`src/rtl/eeprom_cmd_pkg.sv`:
```
package eeprom_cmd_pkg;

  localparam int ADDR_W = 8;

  typedef enum logic [2:0] {
    CMD_READ   = 3'b000,
    CMD_WRITE  = 3'b011,
    CMD_RELOAD = 3'b111
  } cmd_e;

  typedef enum logic [1:0] {
    OP_START = 2'd0,
    OP_WRITE = 2'd1,
    OP_READ  = 2'd2,
    OP_STOP  = 2'd3
  } eng_op_e;

  typedef enum logic [1:0] {
    ST_OK   = 2'd0,
    ST_NACK = 2'd1,
    ST_LOST = 2'd2,
    ST_BUSY = 2'd3
  } eng_st_e;

  typedef enum logic [2:0] {
    S_IDLE, S_START, S_ADDR, S_WDATA, S_RSTART, S_RDATA, S_STOP, S_DONE
  } seq_state_e;

endpackage

```
`src/rtl/eeprom_tmo_counter.sv`:
```
module eeprom_tmo_counter #(
  parameter int unsigned LIMIT = 1000
) (
  input  logic clk,
  input  logic rst_n,
  input  logic clr_i,
  input  logic en_i,
  output logic exp_o
);
  localparam int CW = $clog2(LIMIT + 1);
  localparam logic [CW-1:0] LIM = CW'(LIMIT);

  logic [CW-1:0] cnt_q, cnt_d;

  assign exp_o = (cnt_q == LIM);

  always_comb begin
    cnt_d = cnt_q;
    if (clr_i)               cnt_d = '0;
    else if (en_i && !exp_o) cnt_d = cnt_q + 1'b1;
  end

  always_ff @(posedge clk or negedge rst_n) begin
    if (!rst_n) cnt_q <= '0;
    else        cnt_q <= cnt_d;
  end

  // once expired, the limit stays reached until a new command clears it
  a_r10_exp_hold: assert property (@(posedge clk) disable iff (!rst_n)
    exp_o && !clr_i |=> exp_o);

endmodule

```
`src/rtl/eeprom_seq_fsm.sv`:
```
module eeprom_seq_fsm
  import eeprom_cmd_pkg::*;
#(
  parameter logic [6:0] DEV_ADDR     = 7'h50,
  parameter int         RELOAD_BYTES = 4
) (
  input  logic              clk,
  input  logic              rst_n,
  input  logic              start_i,
  input  logic [2:0]        cmd_i,
  input  logic [ADDR_W-1:0] addr_i,
  input  logic [7:0]        wbyte_i,
  input  logic              arb_exp_i,
  input  logic              dev_exp_i,
  output logic              active_o,
  output logic              won_o,
  output logic              eng_req_o,
  output logic [1:0]        eng_op_o,
  output logic [7:0]        eng_wbyte_o,
  input  logic              eng_ack_i,
  input  logic [1:0]        eng_status_i,
  input  logic [7:0]        eng_rbyte_i,
  output logic              rd_we_o,
  output logic [7:0]        rd_byte_o,
  output logic              done_o,
  output logic              tmo_o,
  output logic              load_valid_o,
  output logic [ADDR_W-1:0] load_addr_o,
  output logic [7:0]        load_data_o
);
  localparam logic [ADDR_W-1:0] LAST_ADDR = ADDR_W'(RELOAD_BYTES - 1);

  seq_state_e        state_q, state_d;
  logic [2:0]        op_q, op_d;
  logic [ADDR_W-1:0] addr_q, addr_d;
  logic [7:0]        wb_q, wb_d;
  logic              retry_q, retry_d, abort_q, abort_d, won_q, won_d;
  logic              ldv_q, ldv_d;
  logic [ADDR_W-1:0] lda_q, lda_d;
  logic [7:0]        ldd_q, ldd_d;
  logic              cmd_ok;

  assign cmd_ok = (cmd_i == CMD_READ) || (cmd_i == CMD_WRITE) || (cmd_i == CMD_RELOAD);

  always_comb begin
    state_d = state_q; op_d = op_q; addr_d = addr_q; wb_d = wb_q;
    retry_d = retry_q; abort_d = abort_q; won_d = won_q;
    ldv_d = 1'b0; lda_d = lda_q; ldd_d = ldd_q;
    case (state_q)
      S_IDLE: if (start_i) begin
        op_d = cmd_i; wb_d = wbyte_i;
        addr_d = (cmd_i == CMD_RELOAD) ? '0 : addr_i;
        retry_d = 1'b0; abort_d = 1'b0; won_d = 1'b0;
        state_d = cmd_ok ? S_START : S_DONE;
      end
      S_START, S_RSTART: if (eng_ack_i) begin
        if (eng_status_i == ST_OK) begin
          won_d = 1'b1;
          state_d = (state_q == S_START) ? S_ADDR : S_RDATA;
        end else if (eng_status_i == ST_NACK) begin
          won_d = 1'b1; retry_d = 1'b1; abort_d = dev_exp_i;
          state_d = S_STOP;
        end else if (arb_exp_i) begin
          abort_d = 1'b1; state_d = S_DONE;
        end else begin
          state_d = S_START;
        end
      end
      S_ADDR, S_WDATA: if (eng_ack_i) begin
        if (eng_status_i == ST_OK) begin
          if (state_q == S_WDATA)    state_d = S_STOP;
          else if (op_q == CMD_WRITE) state_d = S_WDATA;
          else                        state_d = S_RSTART;
        end else begin
          retry_d = 1'b1; abort_d = dev_exp_i; state_d = S_STOP;
        end
      end
      S_RDATA: if (eng_ack_i) begin
        if (op_q == CMD_RELOAD) begin
          ldv_d = 1'b1; lda_d = addr_q; ldd_d = eng_rbyte_i;
        end
        state_d = S_STOP;
      end
      S_STOP: if (eng_ack_i) begin
        if (abort_q) state_d = S_DONE;
        else if (retry_q) begin
          retry_d = 1'b0; state_d = S_START;
        end else if (op_q == CMD_RELOAD && addr_q != LAST_ADDR) begin
          addr_d = addr_q + 1'b1; state_d = S_START;
        end else state_d = S_DONE;
      end
      S_DONE:  state_d = S_IDLE;
      default: state_d = S_IDLE;
    endcase
  end

  always_ff @(posedge clk or negedge rst_n) begin
    if (!rst_n) begin
      state_q <= S_IDLE; op_q <= '0; addr_q <= '0; wb_q <= '0;
      retry_q <= 1'b0; abort_q <= 1'b0; won_q <= 1'b0;
      ldv_q <= 1'b0; lda_q <= '0; ldd_q <= '0;
    end else begin
      state_q <= state_d; op_q <= op_d; addr_q <= addr_d; wb_q <= wb_d;
      retry_q <= retry_d; abort_q <= abort_d; won_q <= won_d;
      ldv_q <= ldv_d; lda_q <= lda_d; ldd_q <= ldd_d;
    end
  end

  always_comb begin
    eng_req_o = 1'b1; eng_op_o = OP_STOP; eng_wbyte_o = '0;
    case (state_q)
      S_START:  begin eng_op_o = OP_START; eng_wbyte_o = {DEV_ADDR, 1'b0}; end
      S_RSTART: begin eng_op_o = OP_START; eng_wbyte_o = {DEV_ADDR, 1'b1}; end
      S_ADDR:   begin eng_op_o = OP_WRITE; eng_wbyte_o = addr_q; end
      S_WDATA:  begin eng_op_o = OP_WRITE; eng_wbyte_o = wb_q; end
      S_RDATA:  eng_op_o = OP_READ;
      S_STOP:   eng_op_o = OP_STOP;
      default:  eng_req_o = 1'b0;
    endcase
  end

  assign active_o     = (state_q != S_IDLE);
  assign won_o        = won_q;
  assign rd_we_o      = (state_q == S_RDATA) && eng_ack_i && (op_q == CMD_READ);
  assign rd_byte_o    = eng_rbyte_i;
  assign done_o       = (state_q == S_DONE);
  assign tmo_o        = (state_q == S_DONE) && abort_q;
  assign load_valid_o = ldv_q;
  assign load_addr_o  = lda_q;
  assign load_data_o  = ldd_q;

  // a refused acknowledge while owning the bus is followed by STOP
  a_r8_stop_after_nack: assert property (@(posedge clk) disable iff (!rst_n)
    eng_ack_i && eng_status_i == ST_NACK &&
    (state_q == S_START || state_q == S_ADDR || state_q == S_WDATA)
    |=> eng_req_o && eng_op_o == OP_STOP);

  // lost arbitration before the limit retries START with no STOP
  a_r7_retry_start: assert property (@(posedge clk) disable iff (!rst_n)
    eng_ack_i && state_q == S_START && eng_status_i == ST_LOST && !arb_exp_i
    |=> eng_req_o && eng_op_o == OP_START);

  // an unknown command code never reaches the engine
  a_r5_no_bus: assert property (@(posedge clk) disable iff (!rst_n)
    state_q == S_IDLE && start_i && !cmd_ok |=> !eng_req_o);

  // a reload never enters the data-write phase
  a_r4_reload_reads: assert property (@(posedge clk) disable iff (!rst_n)
    active_o && op_q == CMD_RELOAD |-> state_q != S_WDATA);

endmodule

```
`src/rtl/eeprom_cmd_ctrl.sv`:
```
module eeprom_cmd_ctrl
  import eeprom_cmd_pkg::*;
#(
  parameter logic [6:0]  DEV_ADDR     = 7'h50,
  parameter int          RELOAD_BYTES = 4,
  parameter int unsigned ARB_LIMIT    = 480_000_000,
  parameter int unsigned DEV_LIMIT    = 7_500_000
) (
  input  logic        clk,
  input  logic        rst_n,
  input  logic        host_we,
  input  logic        host_sel,
  input  logic [31:0] host_wdata,
  output logic [31:0] host_rdata,
  output logic        eng_req,
  output logic [1:0]  eng_op,
  output logic [7:0]  eng_wbyte,
  input  logic        eng_ack,
  input  logic [1:0]  eng_status,
  input  logic [7:0]  eng_rbyte,
  output logic        load_valid,
  output logic [7:0]  load_addr,
  output logic [7:0]  load_data
);
  localparam int BUSY_B = 31;
  localparam int TMO_B  = 8;

  logic [1:0] rsync_q;
  logic       rst_n_s;

  always_ff @(posedge clk or negedge rst_n) begin
    if (!rst_n) rsync_q <= 2'b00;
    else        rsync_q <= {rsync_q[0], 1'b1};
  end
  assign rst_n_s = rsync_q[1];

  logic              busy_q, busy_d, tmo_q, tmo_d;
  logic [2:0]        cmd_q, cmd_d;
  logic [ADDR_W-1:0] addr_q, addr_d;
  logic [7:0]        data_q, data_d;
  logic              cmd_wr, start_c;
  logic              done_w, tmo_w, rd_we_w, active_w, won_w, arb_exp, dev_exp;
  logic [7:0]        rd_byte_w;
  logic              unused_wbits;

  assign unused_wbits = ^host_wdata[27:9];
  assign cmd_wr  = host_we && !host_sel && !busy_q;
  assign start_c = cmd_wr && host_wdata[BUSY_B];

  always_comb begin
    busy_d = busy_q; cmd_d = cmd_q; addr_d = addr_q; tmo_d = tmo_q; data_d = data_q;
    if (start_c)     busy_d = 1'b1;
    else if (done_w) busy_d = 1'b0;
    if (cmd_wr) begin
      cmd_d  = host_wdata[30:28];
      addr_d = host_wdata[ADDR_W-1:0];
    end
    if (start_c)     tmo_d = 1'b0;
    else if (tmo_w)  tmo_d = 1'b1;
    else if (host_we && !host_sel && host_wdata[TMO_B]) tmo_d = 1'b0;
    if (rd_we_w)     data_d = rd_byte_w;
    else if (host_we && host_sel && !busy_q) data_d = host_wdata[7:0];
  end

  always_ff @(posedge clk or negedge rst_n_s) begin
    if (!rst_n_s) begin
      busy_q <= 1'b0; cmd_q <= '0; addr_q <= '0; tmo_q <= 1'b0; data_q <= '0;
    end else begin
      busy_q <= busy_d; cmd_q <= cmd_d; addr_q <= addr_d; tmo_q <= tmo_d; data_q <= data_d;
    end
  end

  assign host_rdata = host_sel ? {24'b0, data_q}
                               : {busy_q, cmd_q, 19'b0, tmo_q, addr_q};

  eeprom_tmo_counter #(.LIMIT(ARB_LIMIT)) u_arb_tmr (
    .clk(clk), .rst_n(rst_n_s), .clr_i(start_c), .en_i(active_w), .exp_o(arb_exp));

  eeprom_tmo_counter #(.LIMIT(DEV_LIMIT)) u_dev_tmr (
    .clk(clk), .rst_n(rst_n_s), .clr_i(start_c), .en_i(won_w), .exp_o(dev_exp));

  eeprom_seq_fsm #(.DEV_ADDR(DEV_ADDR), .RELOAD_BYTES(RELOAD_BYTES)) u_seq (
    .clk(clk), .rst_n(rst_n_s),
    .start_i(start_c), .cmd_i(host_wdata[30:28]), .addr_i(host_wdata[ADDR_W-1:0]),
    .wbyte_i(data_q), .arb_exp_i(arb_exp), .dev_exp_i(dev_exp),
    .active_o(active_w), .won_o(won_w),
    .eng_req_o(eng_req), .eng_op_o(eng_op), .eng_wbyte_o(eng_wbyte),
    .eng_ack_i(eng_ack), .eng_status_i(eng_status), .eng_rbyte_i(eng_rbyte),
    .rd_we_o(rd_we_w), .rd_byte_o(rd_byte_w), .done_o(done_w), .tmo_o(tmo_w),
    .load_valid_o(load_valid), .load_addr_o(load_addr), .load_data_o(load_data));

  // completion of the sequence drops the busy bit
  a_r2_busy_drop: assert property (@(posedge clk) disable iff (!rst_n_s)
    done_w |=> !busy_q);

  // command and address stay fixed for as long as busy holds
  a_r6_cmd_hold: assert property (@(posedge clk) disable iff (!rst_n_s)
    busy_q && $past(busy_q) |-> $stable(cmd_q) && $stable(addr_q));

  // starting a command clears the timeout flag
  a_r9_tmo_clear: assert property (@(posedge clk) disable iff (!rst_n_s)
    start_c |=> !tmo_q);

endmodule

```
`config.mk`:
```
export PLATFORM = sky130hd
export DESIGN_NAME = eeprom_cmd_ctrl
export DESIGN_NICKNAME = d
export VERILOG_FILES = /design/src/rtl/eeprom_cmd_pkg.sv /design/src/rtl/eeprom_tmo_counter.sv /design/src/rtl/eeprom_seq_fsm.sv /design/src/rtl/eeprom_cmd_ctrl.sv
export SDC_FILE = /design/constraint.sdc
export NUM_CORES = 1
export LEC_CHECK = 0
export ABC_AREA = 1
export ABC_CLOCK_PERIOD_IN_PS = 8900
export CAP_MARGIN = 20
export CORE_UTILIZATION = 65
export CTS_CLUSTER_SIZE = 40
export DETAILED_ROUTE_END_ITERATION = 10
export DONT_BUFFER_PORTS = 1
export PLACE_DENSITY = 0.81
export SLEW_MARGIN = 20
export SYNTH_ARGS = -nofsm -noshare
export SYNTH_HDL_FRONTEND = slang
export SYNTH_SLANG_ARGS = --single-unit
```
`constraint.sdc`:
```
create_clock -name clk -period 8.9 [get_ports clk]
set_input_delay 1.335 -clock clk [delete_from_list [all_inputs] [get_ports clk]]
set_output_delay 1.335 -clock clk [all_outputs]
set_load 0.05 [all_outputs]
```
-- Word level (Yosys, flattened, before mapping)
Index checks and enable logic that the tools add are counted.
- $add $sub $neg: 3
- eq/ne operators: 28
- muxes and demuxes: 61
- reduce and logical (&&, ||, !) cells: 42
- operators by type and width (operator ; count):
    $mux W8 ; 8
    $mux W29 ; 2
    $mux W3 ; 16
    $mux W23 ; 2
    $mux W32 ; 1
    $pmux W8 S4 ; 1
    $add A29 B1 Y29 const B ; 1
    $eq A29 B29 Y1 const B ; 1
    $mux W1 ; 25
    $add A23 B1 Y23 const B ; 1
    $eq A23 B23 Y1 const B ; 1
    $eq A3 B3 Y1 const B ; 6
    $pmux W3 S6 ; 1
    $pmux W8 S2 ; 1
    $ne A2 B2 Y1 const B ; 7
    $eq A3 B2 Y1 const B ; 4
    $logic_and A1 B1 Y1 ; 12
    $reduce_bool A2 Y1 ; 6
    $logic_not A3 Y1 ; 3
    $reduce_and A9 Y1 ; 1
    $reduce_bool A3 Y1 ; 3
    $add A8 B1 Y8 const B ; 1
    $ne A2 B1 Y1 const B ; 4
    $ne A8 B2 Y1 const B ; 1
    19 further kinds ; 25
- register bits after elaboration: 117
- input port bits: 47
- output and inout bits: 60

-- Depth between registers and ports, before layout
Gate-level depths: netlist of the first run.
- word-level depth: 7
- depth in mapped cells: 14
- gate-level depth less buffers: 14

-- Modules after synthesis
Synthesis of the first run repeated with hierarchy kept, for this count alone.
- cells, all modules: 1103
- area, all modules: 7541.0 um^2
- by module, submodules not included (module ; instances ; cells an instance ; area each (um^2)):
    eeprom_seq_fsm ; 1 ; 336 ; 2461.1
    eeprom_tmo_counter (u_arb_tmr) ; 1 ; 356 ; 2163.3
    eeprom_tmo_counter (u_dev_tmr) ; 1 ; 253 ; 1649.1
    eeprom_cmd_ctrl ; 1 ; 158 ; 1267.5

-- Worst setup path after synthesis of the first run
Ideal clock, no wire load.
- kind: input to output
- start: in host_sel
- end: out host_rdata[6]
- data arrival time: 2688 ps
- setup slack: 4877 ps
- cell stages on the path: 3
- path through: inv_2 -> clkbuf_1 -> o21ai_0
- longest elaborated chain between the ends: 1
- RTL lines (element ; RTL line ; RTL):
    start: declaration ; eeprom_cmd_ctrl.sv:12 ; input logic host_sel,
    $mux W32 ; eeprom_cmd_ctrl.sv:73 ; assign host_rdata = host_sel ? {24'b0, data_q}
    end: declaration ; eeprom_cmd_ctrl.sv:14 ; output logic [31:0] host_rdata,
Every way passes these cells.

-- Final worst setup path of the first run
- start: reg u_seq.state_q[2]
- end: out eng_wbyte[0]
- longest elaborated chain between the ends: 2
- elaborated cells on any way between the ends: 5
- RTL lines (element ; RTL line ; RTL):
    start: declaration ; eeprom_seq_fsm.sv:33 ; seq_state_e state_q, state_d;
    start signal: assignment ; eeprom_seq_fsm.sv:103 ; state_q <= state_d; op_q <= op_d; addr_q <= addr_d; wb_q <= wb_d;
    $eq A3 B2 Y1, or another cell as far along ; eeprom_seq_fsm.sv:111 ; case (state_q)
    $pmux W8 S4 * ; eeprom_seq_fsm.sv:111 ;
    end: declaration ; eeprom_cmd_ctrl.sv:17 ; output logic [7:0] eng_wbyte,
Every way passes the cells marked *; elsewhere a longest branch is shown, timed or not.

==> Flow_metrics.wiki, run 1 <==
{| class="wikitable"
! Metric !! Value
|-
| Outcome || finished, final reports clean
|-
| Area of the mapped netlist || 6990 µm²
|-
| Critical Path Start || u_seq.state_q[2]$_DFFE_PN0P_
|-
| CP peak stage delay || roughly 0.88 ns
|-
| Clock tree from TritonCTS || built
|-
| Most frequent cells in the layout || nand2_1, inv_1, dfrtp_1
|-
| Register bit total from synthesis || ~120
|-
| GR Util All Layers || between 30% and 40%
|-
| Core area || 10,400 µm²
|-
| Transition time of the tightest slew-check pin || between 1 and 1.5 ns
|-
| Final wirelength || 17,700 µm
|-
| Post-synthesis sequential area ratio || a little over two fifths
|-
| Total of endpoints with negative setup slack in the final report || 0
|-
| Slack of the worst reg-to-reg path || approximately 6.1 ns
|-
| Mean routed wirelength per cell || 15.8 µm
|-
| CP Capture Point || eng_wbyte[0]
|-
| Max Clk Rate || approximately 250 MHz
|-
| H-Tree Depth || 4
|-
| Final cycle utilization of the critical path || between 40% and 50%
|-
| Drt first pass iters || 6
|-
| Leakage || between 3 and 4 nW
|-
| Average size of a mapped cell || 7.09 µm²
|-
| Number of clock sinks || 117
|-
| Ordered cell list for the critical path || nor2_1, inv_1, nor2_1, inv_1, o211ai_1
|-
| Number of global-route vias before repair || around 6.0k
|-
| Fin. Hold Viols || 0
|-
| Root cell of the clock tree || clkbuf_8
|-
| Library cell with the largest summed area after synthesis || dfrtp_1
|-
| DRT antenna net count || 0
|-
| Worst EP arrival || around 2.6 ns
|-
| Setup repair after global routing missed its margin || no
|-
| Filler Cells Inserted || ~860
|-
| Required time of the worst setup path || about 7.6 ns
|-
| Number of hold buffers added after CTS || 0
|-
| Half-perimeter wire length of the detailed placement result || 12,400 µm
|-
| Antenna violations before repair || 0
|-
| Detailed-route via count || roughly 6.5k
|-
| Width of the chip || around 110 µm
|-
| Buffers on Ports || 0
|-
| Slowest cell on crit path || o211ai_1
|-
| Pin count of the biggest net entering global routing || 65
|-
| Commonest non-fill, non-tap cell in the layout || nand2_1
|-
| Number of buffers added by the clock tree synthesis step || 17
|-
| Antenna diodes || 0
|-
| Worst Reg-to-Reg Cells || 6
|-
| Tmin final || just under 4 ns
|-
| Chip height || approximately 110 µm
|-
| Maximum resistive drop on vdd || ~0.35 mV
|-
| End of the worst register-to-register path || u_arb_tmr.cnt_q[16]$_DFFE_PN0P_
|-
| Count of standard-cell rows || 37
|-
| Top-area cell type share of the netlist area || around two fifths
|-
| Post-route insts no fill || approximately 1.1k
|-
| Layout cell share with drive strength beyond 1 || about 5.3%
|-
| Placed Cells || 1,096
|-
| Category of the worst setup path launch point || flop
|-
| Final weighted congestion of routability-driven global placement || 0.931
|-
| Most area-consuming cells after synthesis || dfrtp_1, nand2_1, inv_1, o21ai_0, nor2_1
|-
| Post-cts repair resize count || 0
|-
| Maxcap violations || 0
|-
| Iteration-0 DRC Markers || 378
|-
| Final routed DRC violation total || 0
|-
| NumNets Final || between 1k and 1.5k
|-
| Clock transition at the registers of the reported paths || around 0.060 ns
|-
| Post-Synthesis Cells || slightly below 1k
|-
| Start of the worst register-to-register path || busy_q$_DFFE_PN0P_
|-
| Starting density of the core || between 60 and 70%
|-
| Number of setup buffers added after CTS || 0
|-
| Critical Setup Path Class || flop to output port
|-
| Total count of max-transition violations in the final report || 0
|-
| Wire length of the first global-routing pass || between 20,000 and 30,000 µm
|-
| Biggest fanout along the worst timing path || 8
|-
| Number of different library cells in the post-synthesis netlist || 35
|-
| Growth of design area from synthesis to finish || 8.45%
|-
| Slew Limit Headroom || between 20% and 30%
|-
| CP Capture Type || output port
|-
| Warnings, synthesis || 0
|-
| Maximum buffer depth of the clock tree || 2
|-
| Power density relative to cell area || 344 nW/µm²
|-
| Die area || 11,200 µm²
|-
| Setup tns final || 0 ns
|-
| Type of the most critical hold path || flop to flop
|-
| Residual overflow from global routing || 0
|-
| Vias per cell || a little under 6
|-
| Final setup skew || ~0.0066 ns
|-
| Clock insertion delay at the later pin of the skew report || 0.53 ns
|-
| Boundary pin count || between 100 and 150
|}
## state kept, by name (all words and copies together), names as in the netlist, 2 cells and up
register,flops
cmd_q,3
u_arb_tmr.cnt_q,29
u_seq.wb_q,8
addr_q,8
u_seq.load_addr_o,8
data_q,8
u_dev_tmr.cnt_q,23
rsync_q,2
u_seq.state_q,3
u_seq.load_data_o,8
u_seq.addr_q,8
u_seq.op_q,3
## layer usage
layer,wire length [µm],track usage [%]
met5,0,0
met4,471,12.4
met3,1540,8.72
met2,8230,53.1
met1,7490,44.2
## kinds of logic (layout without fill, tap and decap cells)
family / after synthesis / count (layout) / synth area share [%]
simple gates: 499 / 499 / 30.9
buf+inv: 189 / 175 / 11.7
compound gates: 155 / 155 / 12.2
flops: 117 / 117 / 41.9
xor+xnor: 18 / 18 / 2.26
fa+ha+maj: 5 / 5 / 0.895
other cells: 2 / 20 / 0.107
## power breakdown
| part | total [W] | switching [W] | internal [W] |
|---|---|---|---|
| combinational | 0.000909 | 0.000681 | 0.000227 |
| sequential | 0.000966 | 0.000254 | 0.000712 |
| clock | 0.000731 | 0.000245 | 0.000486 |
## cells in the mapped netlist (all sizes together)
cell	instances
nor2	99
conb	2
ha	5
xor2	17
nor3	36
a31oi	3
nand3	65
nand3b	2
o211ai	2
a21oi	17
nor4	4
o21ai	116
nand2	260
dfrtp	117
xnor2	1
o221ai	8
nand4	33
clkbuf	13
inv	145
o31ai	9
buf	31
## how the worst min path moves through the flow
stage / start / end / slack (ns) / cells past startpoint
after global placement: rsync_q[0]$_DFF_PN0_ / rsync_q[1]$_DFF_PN0_ / 0.35 / 0
after floorplan: rsync_q[0]$_DFF_PN0_ / rsync_q[1]$_DFF_PN0_ / 0.33 / 0
after CTS: rsync_q[0]$_DFF_PN0_ / rsync_q[1]$_DFF_PN0_ / 0.36 / 0
after detailed placement: rsync_q[0]$_DFF_PN0_ / rsync_q[1]$_DFF_PN0_ / 0.34 / 0
final: rsync_q[0]$_DFF_PN0_ / rsync_q[1]$_DFF_PN0_ / 0.36 / 0
after global routing: rsync_q[0]$_DFF_PN0_ / rsync_q[1]$_DFF_PN0_ / 0.36 / 0
## per-stage QoR
| step | power (W) | cell area [µm²] | utilization, % | setup slack (ns) | hold WS [ns] |
|---|---|---|---|---|---|
| after global routing | 0.00275 | 7580 | 73.1 | 4.80 | 0.364 |
| final | 0.00261 | 7580 | 73.1 | 4.92 | 0.364 |
| after global placement | 0.00183 | 6960 | 67.1 | 5.23 | 0.347 |
| after detailed placement | 0.00186 | 6960 | 67.1 | 5.24 | 0.338 |
| after floorplan | 0.00169 | 7050 | - | 4.88 | 0.331 |
| after CTS | 0.00260 | 7580 | 73.1 | 4.94 | 0.361 |
## final cells by class
type | instances | area [µm²] | share of cell area [%]
tap | 136 | 170 | 2.25
multi-input combinational | 697 | 3310 | 43.6
inverter | 145 | 547 | 7.22
timing repair buffer | 1 | 7.51 | 0.0991
clock inverter | 9 | 180 | 2.38
clock buffer | 20 | 435 | 5.75
sequential | 117 | 2930 | 38.7
## critical path, delay by kind of cell, from the launching register on
family                 cells  cell delay (ns)
AO/OA/AOI/OAI              1             0.88
buffers and inverters      2             0.29
AND/OR/NAND/NOR            2             0.46
flip-flops                 1             0.47
No activity file was read; power rests on OpenSTA's default activity.
==> run 2: changes to the inputs <==
- ABC_CLOCK_PERIOD_IN_PS: 8900 -> 3600
- CORE_UTILIZATION: 65 -> 58
- PLACE_DENSITY: 0.81 -> 0.76
- clock period: 8.9 -> 3.6 ns (I/O delays scaled with it)
==> run 2 against run 1 <==
Effect of this change:
- clock skew barely moved
- the flow now finishes with violations (design-rule violations)
- register-to-register slack got worse by 4.8 ns
- largest power group unchanged
- sequential power is 150% higher
- worst hold slack worse by 0.13 ns
- combinational power increased to 2.5 times the previous value
- sequential share of layout area fell by 0.40 points
- critical path type unchanged
- non-clock buffer count up 11
==> Flow_metrics.wiki, run 2 (synthesized netlist as in run 1, its figures left out) <==
{| class="wikitable"
! Metric !! Value
|-
| Most frequent cells in the layout || nand2_1, inv_1, dfrtp_1 (unchanged)
|-
| DRT antenna net count || 0 (unchanged)
|-
| P_sw || 0.00294 W (was 0.00118 W)
|-
| Crit path top cell by count || nand2_1
|-
| Antenna diodes || 0 (unchanged)
|-
| Slew Limit Headroom || 31.1% (was 28.3%)
|-
| Ordered cell list for the critical path || nor2_2, nand2_1, o21ai_2, nor2_2, nand2_1, nand2_1 (was nor2_1, inv_1, nor2_1, inv_1, o211ai_1)
|-
| Final wirelength || 17,400 µm (was 17,700 µm)
|-
| Starting density of the core || 60.4% (was 67.4%)
|-
| Post-cts repair resize count || 0 (unchanged)
|-
| Chip height || 112 µm (was 106 µm)
|-
| Growth of design area from synthesis to finish || 9.58% (was 8.45%)
|-
| Net Sw Frac || 46.2% (was 45.3%)
|-
| Clock insertion delay at the later pin of the skew report || 0.42 ns (was 0.53 ns)
|-
| Worst hold slack after final layout || 0.234 ns (was 0.364 ns)
|-
| Clock tree from TritonCTS || built (unchanged)
|-
| Maximum resistive drop on vdd || 0.932 mV (was 0.352 mV)
|-
| Root cell of the clock tree || clkbuf_16 (was clkbuf_8)
|-
| Count of standard-cell rows || 39 (was 37)
|-
| Die area || 12,500 µm² (was 11,200 µm²)
|-
| Number of global-route vias before repair || 5,908 (was 6,041)
|-
| Half-perimeter wire length of the detailed placement result || 12,600 µm (was 12,400 µm)
|-
| Setup tns final || 0 ns (unchanged)
|-
| Type of the most critical hold path || input port to flop (was flop to flop)
|-
| Largest registers ranked by flip-flop count || u_arb_tmr.cnt_q: 29 flops, u_dev_tmr.cnt_q: 23 flops (unchanged)
|-
| CP peak stage delay || 0.53 ns (was 0.88 ns)
|-
| Setup repair after global routing missed its margin || no (unchanged)
|-
| Vias per cell || 5.57 (was 5.76)
|-
| Final routed DRC violation total || 4 (was 0)
|-
| Antenna violations before repair || 0 (unchanged)
|-
| Leakage || 3.64 nW (was 3.60 nW)
|-
| GR Util All Layers || 29.8% (was 33.5%)
|-
| Final setup skew || 0.00706 ns (was 0.00660 ns)
|-
| Cell-internal power || 0.00342 W (was 0.00143 W)
|-
| CP Capture Type || output port (unchanged)
|-
| Register share of total power || 37.3% (was 37.1%)
|-
| Number of clock sinks || 117 (unchanged)
|-
| Violated checks || design-rule violations
|-
| Number of hold buffers added after CTS || 1 (was 0)
|-
| Maximum buffer depth of the clock tree || 2 (unchanged)
|-
| Pin count of the biggest net entering global routing || 60 (was 65)
|-
| Mean routed wirelength per cell || 15.2 µm (was 15.8 µm)
|-
| Iteration-0 DRC Markers || 502 (was 378)
|-
| Width of the chip || 112 µm (was 106 µm)
|-
| Layout cell share with drive strength beyond 1 || 6.58% (was 5.26%)
|-
| Transition time of the tightest slew-check pin || 1.03 ns (was 1.07 ns)
|-
| Drt first pass iters || 8 (was 6)
|-
| Residual overflow from global routing || 0 (unchanged)
|-
| Commonest non-fill, non-tap cell in the layout || nand2_1 (unchanged)
|-
| H-Tree Depth || 4 (unchanged)
|-
| Combinational share of power || 36.2% (was 34.9%)
|-
| Biggest register || u_arb_tmr.cnt_q (unchanged)
|-
| Category of the worst setup path launch point || flop (unchanged)
|-
| Critical Setup Path Class || flop to output port (unchanged)
|-
| Worst EP arrival || 2.39 ns (was 2.64 ns)
|-
| Overall power consumption || 0.00637 W (was 0.00261 W)
|-
| Total count of max-transition violations in the final report || 0 (unchanged)
|-
| Number of setup buffers added after CTS || 0 (unchanged)
|-
| Fin. Hold Viols || 0 (unchanged)
|-
| NumNets Final || 1,042 (was 1,031)
|-
| Boundary pin count || 107 (unchanged)
|-
| Core area || 11,600 µm² (was 10,400 µm²)
|-
| Final cycle utilization of the critical path || between 80% and 90%
|-
| Power density relative to cell area || 831 nW/µm² (was 344 nW/µm²)
|-
| Slowest cell on crit path || nor2_2 (was o211ai_1)
|-
| Biggest fanout along the worst timing path || 9 (was 8)
|-
| Required time of the worst setup path || 3.06 ns (was 7.57 ns)
|-
| Total of endpoints with negative setup slack in the final report || 0 (unchanged)
|-
| Buffers on Ports || 0 (unchanged)
|-
| Number of buffers added by the clock tree synthesis step || 17 (unchanged)
|-
| Outcome || complete, but fails checks (was finished, final reports clean)
|-
| Clock share of power || 26.5% (was 28.0%)
|-
| Largest register FFs || 29 (unchanged)
|-
| Final weighted congestion of routability-driven global placement || 0.948 (was 0.931)
|-
| Detailed-route via count || 6,378 (was 6,484)
|-
| Clock transition at the registers of the reported paths || 0.06 ns (about the same)
|-
| Tmin final || ~2.9 ns
|-
| Final core utilization || 66.2% (was 73.1%)
|-
| Wire length of the first global-routing pass || 29,200 µm (was 29,100 µm)
|-
| Maxcap violations || 0 (unchanged)
|-
| Max Clk Rate || ~340 MHz
|}
## run 2: worst paths after layout
check,startpoint,to,slack (ns),cells after the start
worst min register to register,rsync_q[0]$_DFF_PN0_,rsync_q[1]$_DFF_PN0_,0.35,0
max in group asynchronous,rsync_q[1]$_DFF_PN0_,u_arb_tmr.cnt_q[27]$_DFFE_PN0P_,2.40,1
worst max-delay path,u_seq.state_q[0]$_DFFE_PN0P_,eng_op[0],0.67,6
worst max register to register,u_arb_tmr.cnt_q[0]$_DFFE_PN0P_,u_arb_tmr.cnt_q[13]$_DFFE_PN0P_,1.25,12
min in group asynchronous,rst_n,rsync_q[1]$_DFF_PN0_,0.34,1
worst min-delay path,host_wdata[2],addr_q[2]$_DFFE_PN0N_,0.23,2
## run 2: stage by stage
step	instance area [µm²]	worst slack [ns]	instances
after floorplan	7050	0.0992	1003
after global placement	7060	1.15	1113
after detailed placement	7060	1.13	1113
after CTS	7660	0.671	1146
after global routing	7660	0.535	1146
final	7660	0.672	1146
## run 2: area by class of cell
class | instances | area, µm²
Clock buffer | 19 | 443
Clock inverter | 13 | 145
Fill cell | 1030 | 3910
Inverter | 145 | 547
Multi-Input combinational cell | 697 | 3310
Sequential cell | 117 | 2930
Tap cell | 143 | 179
Timing Repair Buffer | 12 | 105
## run 2: routing by layer
layer	global-route usage, %	up-vias	routed length (µm)
met4	9.82	0	316
li1	-	3163	-
met2	47.2	214	7990
met3	7.08	34	981
met1	40.4	2967	8110
met5	0	-	0
## run 2: power groups by stage
stage / clock (W) / combinational [W] / sequential (W)
after floorplan: 0 / 0.00192 / 0.00226
after global placement: 0 / 0.00222 / 0.00237
after detailed placement: 0 / 0.00227 / 0.00238
after CTS: 0.00171 / 0.00229 / 0.00237
after global routing: 0.00176 / 0.00259 / 0.00243
final: 0.00169 / 0.00230 / 0.00237
## run 2: critical path: cells and delay by family (launching register included)
family          cells  cell delay [ns]
flops               1             0.51
simple gates        5             1.33
compound gates      1             0.13
==> run 3: changes to the inputs <==
- ABC_CLOCK_PERIOD_IN_PS: 3600 -> 2800
- CORE_UTILIZATION: 58 -> 64
- PLACE_DENSITY: 0.76 -> 0.8
- clock period: 3.6 -> 2.8 ns (I/O delays scaled with it)
==> run 3 against run 2 <==
Effect of this change:
- the run now ends clean
- die area is 9.2% lower
- power is 29% higher
- critical path depth is 1 higher
- combinational power is 34% higher
- sequential share of layout area is 0.69 points lower
- global-route usage is 3.7 points higher
- first-iteration DRC count is 13% lower
- clock-buffer cell count stayed put
- via count is 2.4% higher
- critical path type unchanged
- critical endpoint unchanged
==> Flow_metrics.wiki, run 3 (synthesized netlist as in run 1, its figures left out) <==
{| class="wikitable"
! Metric !! Value
|-
| Clock transition at the registers of the reported paths || 0.06 ns (about the same)
|-
| Mean routed wirelength per cell || 15.2 µm (about the same)
|-
| Largest registers ranked by flip-flop count || u_arb_tmr.cnt_q: 29 flops, u_dev_tmr.cnt_q: 23 flops (unchanged)
|-
| Setup tns final || 0 ns (unchanged)
|-
| GR Util All Layers || 33.5% (was 29.8%)
|-
| Chip height || 106 µm (was 112 µm)
|-
| Buffers on Ports || 0 (unchanged)
|-
| Total count of max-transition violations in the final report || 0 (unchanged)
|-
| Met2 wire length || 8190 µm (was 7990 µm)
|-
| Final wirelength || 17,600 µm (was 17,400 µm)
|-
| Largest delay share family, worst path || simple AND/OR/NAND/NOR gates (unchanged)
|-
| Final setup skew || 0.0101 ns (was 0.00706 ns)
|-
| Type of the most critical hold path || input port to flop (unchanged)
|-
| Net Sw Frac || 46.6% (was 46.2%)
|-
| H-Tree Depth || 4 (unchanged)
|-
| Largest register FFs || 29 (unchanged)
|-
| Detailed-route via count || 6,530 (was 6,378)
|-
| Width of the chip || 106 µm (was 112 µm)
|-
| Met3 routed WL || 1360 µm (was 981 µm)
|-
| Number of hold buffers added after CTS || 9 (was 1)
|-
| Clock tree from TritonCTS || built (unchanged)
|-
| Final weighted congestion of routability-driven global placement || 0.946 (was 0.948)
|-
| Setup repair after global routing missed its margin || no (unchanged)
|-
| Final routed DRC violation total || 0 (was 4)
|-
| Antenna diodes || 0 (unchanged)
|-
| Cell-internal power || 0.00437 W (was 0.00342 W)
|-
| Met1 wire length || 7620 µm (was 8110 µm)
|-
| Residual overflow from global routing || 0 (unchanged)
|-
| Root cell of the clock tree || clkbuf_8 (was clkbuf_16)
|-
| Crit path top cell by count || nand2_1 (unchanged)
|-
| Placed Cells || 1,120 (was 1,113)
|-
| Category of the worst setup path launch point || flop (unchanged)
|-
| Core area || 10,500 µm² (was 11,600 µm²)
|-
| Starting density of the core || 66.8% (was 60.4%)
|-
| Clock insertion delay at the later pin of the skew report || 0.55 ns (was 0.42 ns)
|-
| Vias per cell || 5.62 (was 5.57)
|-
| CP peak stage delay || 0.52 ns (was 0.53 ns)
|-
| Half-perimeter wire length of the detailed placement result || 12,500 µm (was 12,600 µm)
|-
| Required time of the worst setup path || 2.38 ns (was 3.06 ns)
|-
| DR top layer || met4 (unchanged)
|-
| Worst hold slack after final layout || 0.0273 ns (was 0.234 ns)
|-
| Combinational share of power || 37.7% (was 36.2%)
|-
| CP Capture Type || output port (unchanged)
|-
| DRT antenna net count || 0 (unchanged)
|-
| Biggest fanout along the worst timing path || 9 (unchanged)
|-
| Biggest register || u_arb_tmr.cnt_q (unchanged)
|-
| NumNets Final || 1,064 (was 1,042)
|-
| Critical Setup Path Class || flop to output port (unchanged)
|-
| Post-cts repair resize count || 0 (unchanged)
|-
| Number of setup buffers added after CTS || 0 (unchanged)
|-
| Layout cell share with drive strength beyond 1 || 7.80% (was 6.58%)
|-
| Filler Cells Inserted || 860 (was 1,030)
|-
| Maxcap violations || 0 (unchanged)
|-
| Worst EP arrival || 2.22 ns (was 2.39 ns)
|-
| Register share of total power || 37.5% (was 37.3%)
|-
| Wire length of the first global-routing pass || 29,500 µm (was 29,200 µm)
|-
| Die area || 11,300 µm² (was 12,500 µm²)
|-
| Most frequent cells in the layout || nand2_1, inv_1, dfrtp_1 (unchanged)
|-
| Growth of design area from synthesis to finish || 11.6% (was 9.58%)
|-
| Commonest non-fill, non-tap cell in the layout || nand2_1 (unchanged)
|-
| Maximum resistive drop on vdd || 1.16 mV (was 0.932 mV)
|-
| Power density relative to cell area || 1050 nW/µm² (was 831 nW/µm²)
|-
| Transition time of the tightest slew-check pin || 0.907 ns (was 1.03 ns)
|-
| Total of endpoints with negative setup slack in the final report || 0 (unchanged)
|-
| Pin count of the biggest net entering global routing || 53 (was 60)
|-
| Leakage || 3.73 nW (was 3.64 nW)
|-
| Final cycle utilization of the critical path || a little over nine tenths
|-
| Slowest cell on crit path || dfrtp_1 (was nor2_2)
|-
| Slew Limit Headroom || 39.3% (was 31.1%)
|-
| Post-route insts no fill || 1,161 (was 1,146)
|-
| Tmin final || roughly 2.6 ns
|-
| Ordered cell list for the critical path || nor2_2, nand2_1, o21ai_2, nor2_2, buf_4, nand2_1, nand2_1 (was nor2_2, nand2_1, o21ai_2, nor2_2, nand2_1, nand2_1)
|-
| Clock share of power || 24.8% (was 26.5%)
|-
| Drt first pass iters || 5 (was 8)
|-
| Antenna violations before repair || 0 (unchanged)
|-
| Maximum buffer depth of the clock tree || 2 (unchanged)
|-
| Number of global-route vias before repair || 6,123 (was 5,908)
|-
| Buf/Inv on CP || 1 (was 0)
|-
| Max Clk Rate || around 380 MHz
|-
| Iteration-0 DRC Markers || 437 (was 502)
|-
| Fin. Hold Viols || 0 (unchanged)
|-
| Outcome || finished, final reports clean (was complete, but fails checks)
|-
| Count of standard-cell rows || 37 (was 39)
|-
| Number of buffers added by the clock tree synthesis step || 17 (unchanged)
|-
| Boundary pin count || 107 (unchanged)
|-
| Number of clock sinks || 117 (unchanged)
|-
| P_sw || 0.00382 W (was 0.00294 W)
|}
==> run 3: changes by cell type in the layout (fill, tap and decap cells not counted) <==
cell,change
buf_4,+14
dlygate4sd3_1,+8
bufinv_16,-1
clkbuf_16,-1
clkbuf_8,+1
clkinv_2,+1
clkinv_4,+1
inv_6,-1
==> run 3: layout make-up <==
cell class              instances  area [µm²]  share of cell area (%)
clock inverters                13         120                    1.54
flip-flops and latches        117        2930                    37.6
clock buffers                  19         432                    5.54
repair buffers                 34         290                    3.72
multi-input cells             697        3310                    42.4
inverters                     145         547                    7.01
well taps                     136         170                    2.18
==> run 3: final timing paths <==
check | start | end | slack (ns) | depth (start not counted)
setup / recovery | u_seq.state_q[0]$_DFFE_PN0P_ | eng_op[0] | 0.16 | 7
hold / removal | host_wdata[29] | u_seq.op_q[1]$_DFFE_PN0P_ | 0.03 | 2
setup reg to reg | u_dev_tmr.cnt_q[0]$_DFFE_PN0P_ | u_dev_tmr.cnt_q[20]$_DFFE_PN0P_ | 0.48 | 10
hold reg to reg | rsync_q[1]$_DFF_PN0_ | u_seq.state_q[1]$_DFFE_PN0P_ | 0.35 | 0
max in group asynchronous | rsync_q[1]$_DFF_PN0_ | u_dev_tmr.cnt_q[19]$_DFFE_PN0P_ | 1.74 | 1
min in group asynchronous | rst_n | rsync_q[1]$_DFF_PN0_ | 0.11 | 1
==> run 3: routing by layer <==
| layer | GRT usage (%) | vias to the layer above |
|---|---|---|
| met5 | 0 | - |
| met3 | 7.48 | 37 |
| met1 | 45.2 | 3000 |
| li1 | - | 3216 |
| met2 | 52.9 | 277 |
| met4 | 12.7 | 0 |
==> run 3: power by group through the flow <==
stage / Sequential [W] / Combinational, W / Clock [W]
global route: 0.00314 / 0.00344 / 0.00211
global placement: 0.00306 / 0.00296 / 0
detailed placement: 0.00307 / 0.00302 / 0
floorplan: 0.00290 / 0.00247 / 0
CTS: 0.00305 / 0.00305 / 0.00205
finish: 0.00307 / 0.00309 / 0.00203
==> run 3: worst reg2reg max path, delay by kind of cell (launching register included) <==
kind                       cells  cell delay, ns
adders and majority gates      1            0.21
buffers and inverters          2            0.42
DFF                            1            0.43
and+or+nand+nor                7            1.19
==> run 3: per-stage QoR <==
| step | power (W) | utilization, % | area, µm² | setup WS (ns) |
|---|---|---|---|---|
| detailed placement | 0.00609 | 68.4 | 7150 | 0.561 |
| finish | 0.00819 | 74.5 | 7800 | 0.157 |
| floorplan | 0.00537 | - | 7060 | 0.258 |
| CTS | 0.00816 | 74.5 | 7800 | 0.159 |
| global route | 0.00869 | 74.5 | 7800 | 0.000546 |
| global placement | 0.00602 | 68.4 | 7150 | 0.614 |
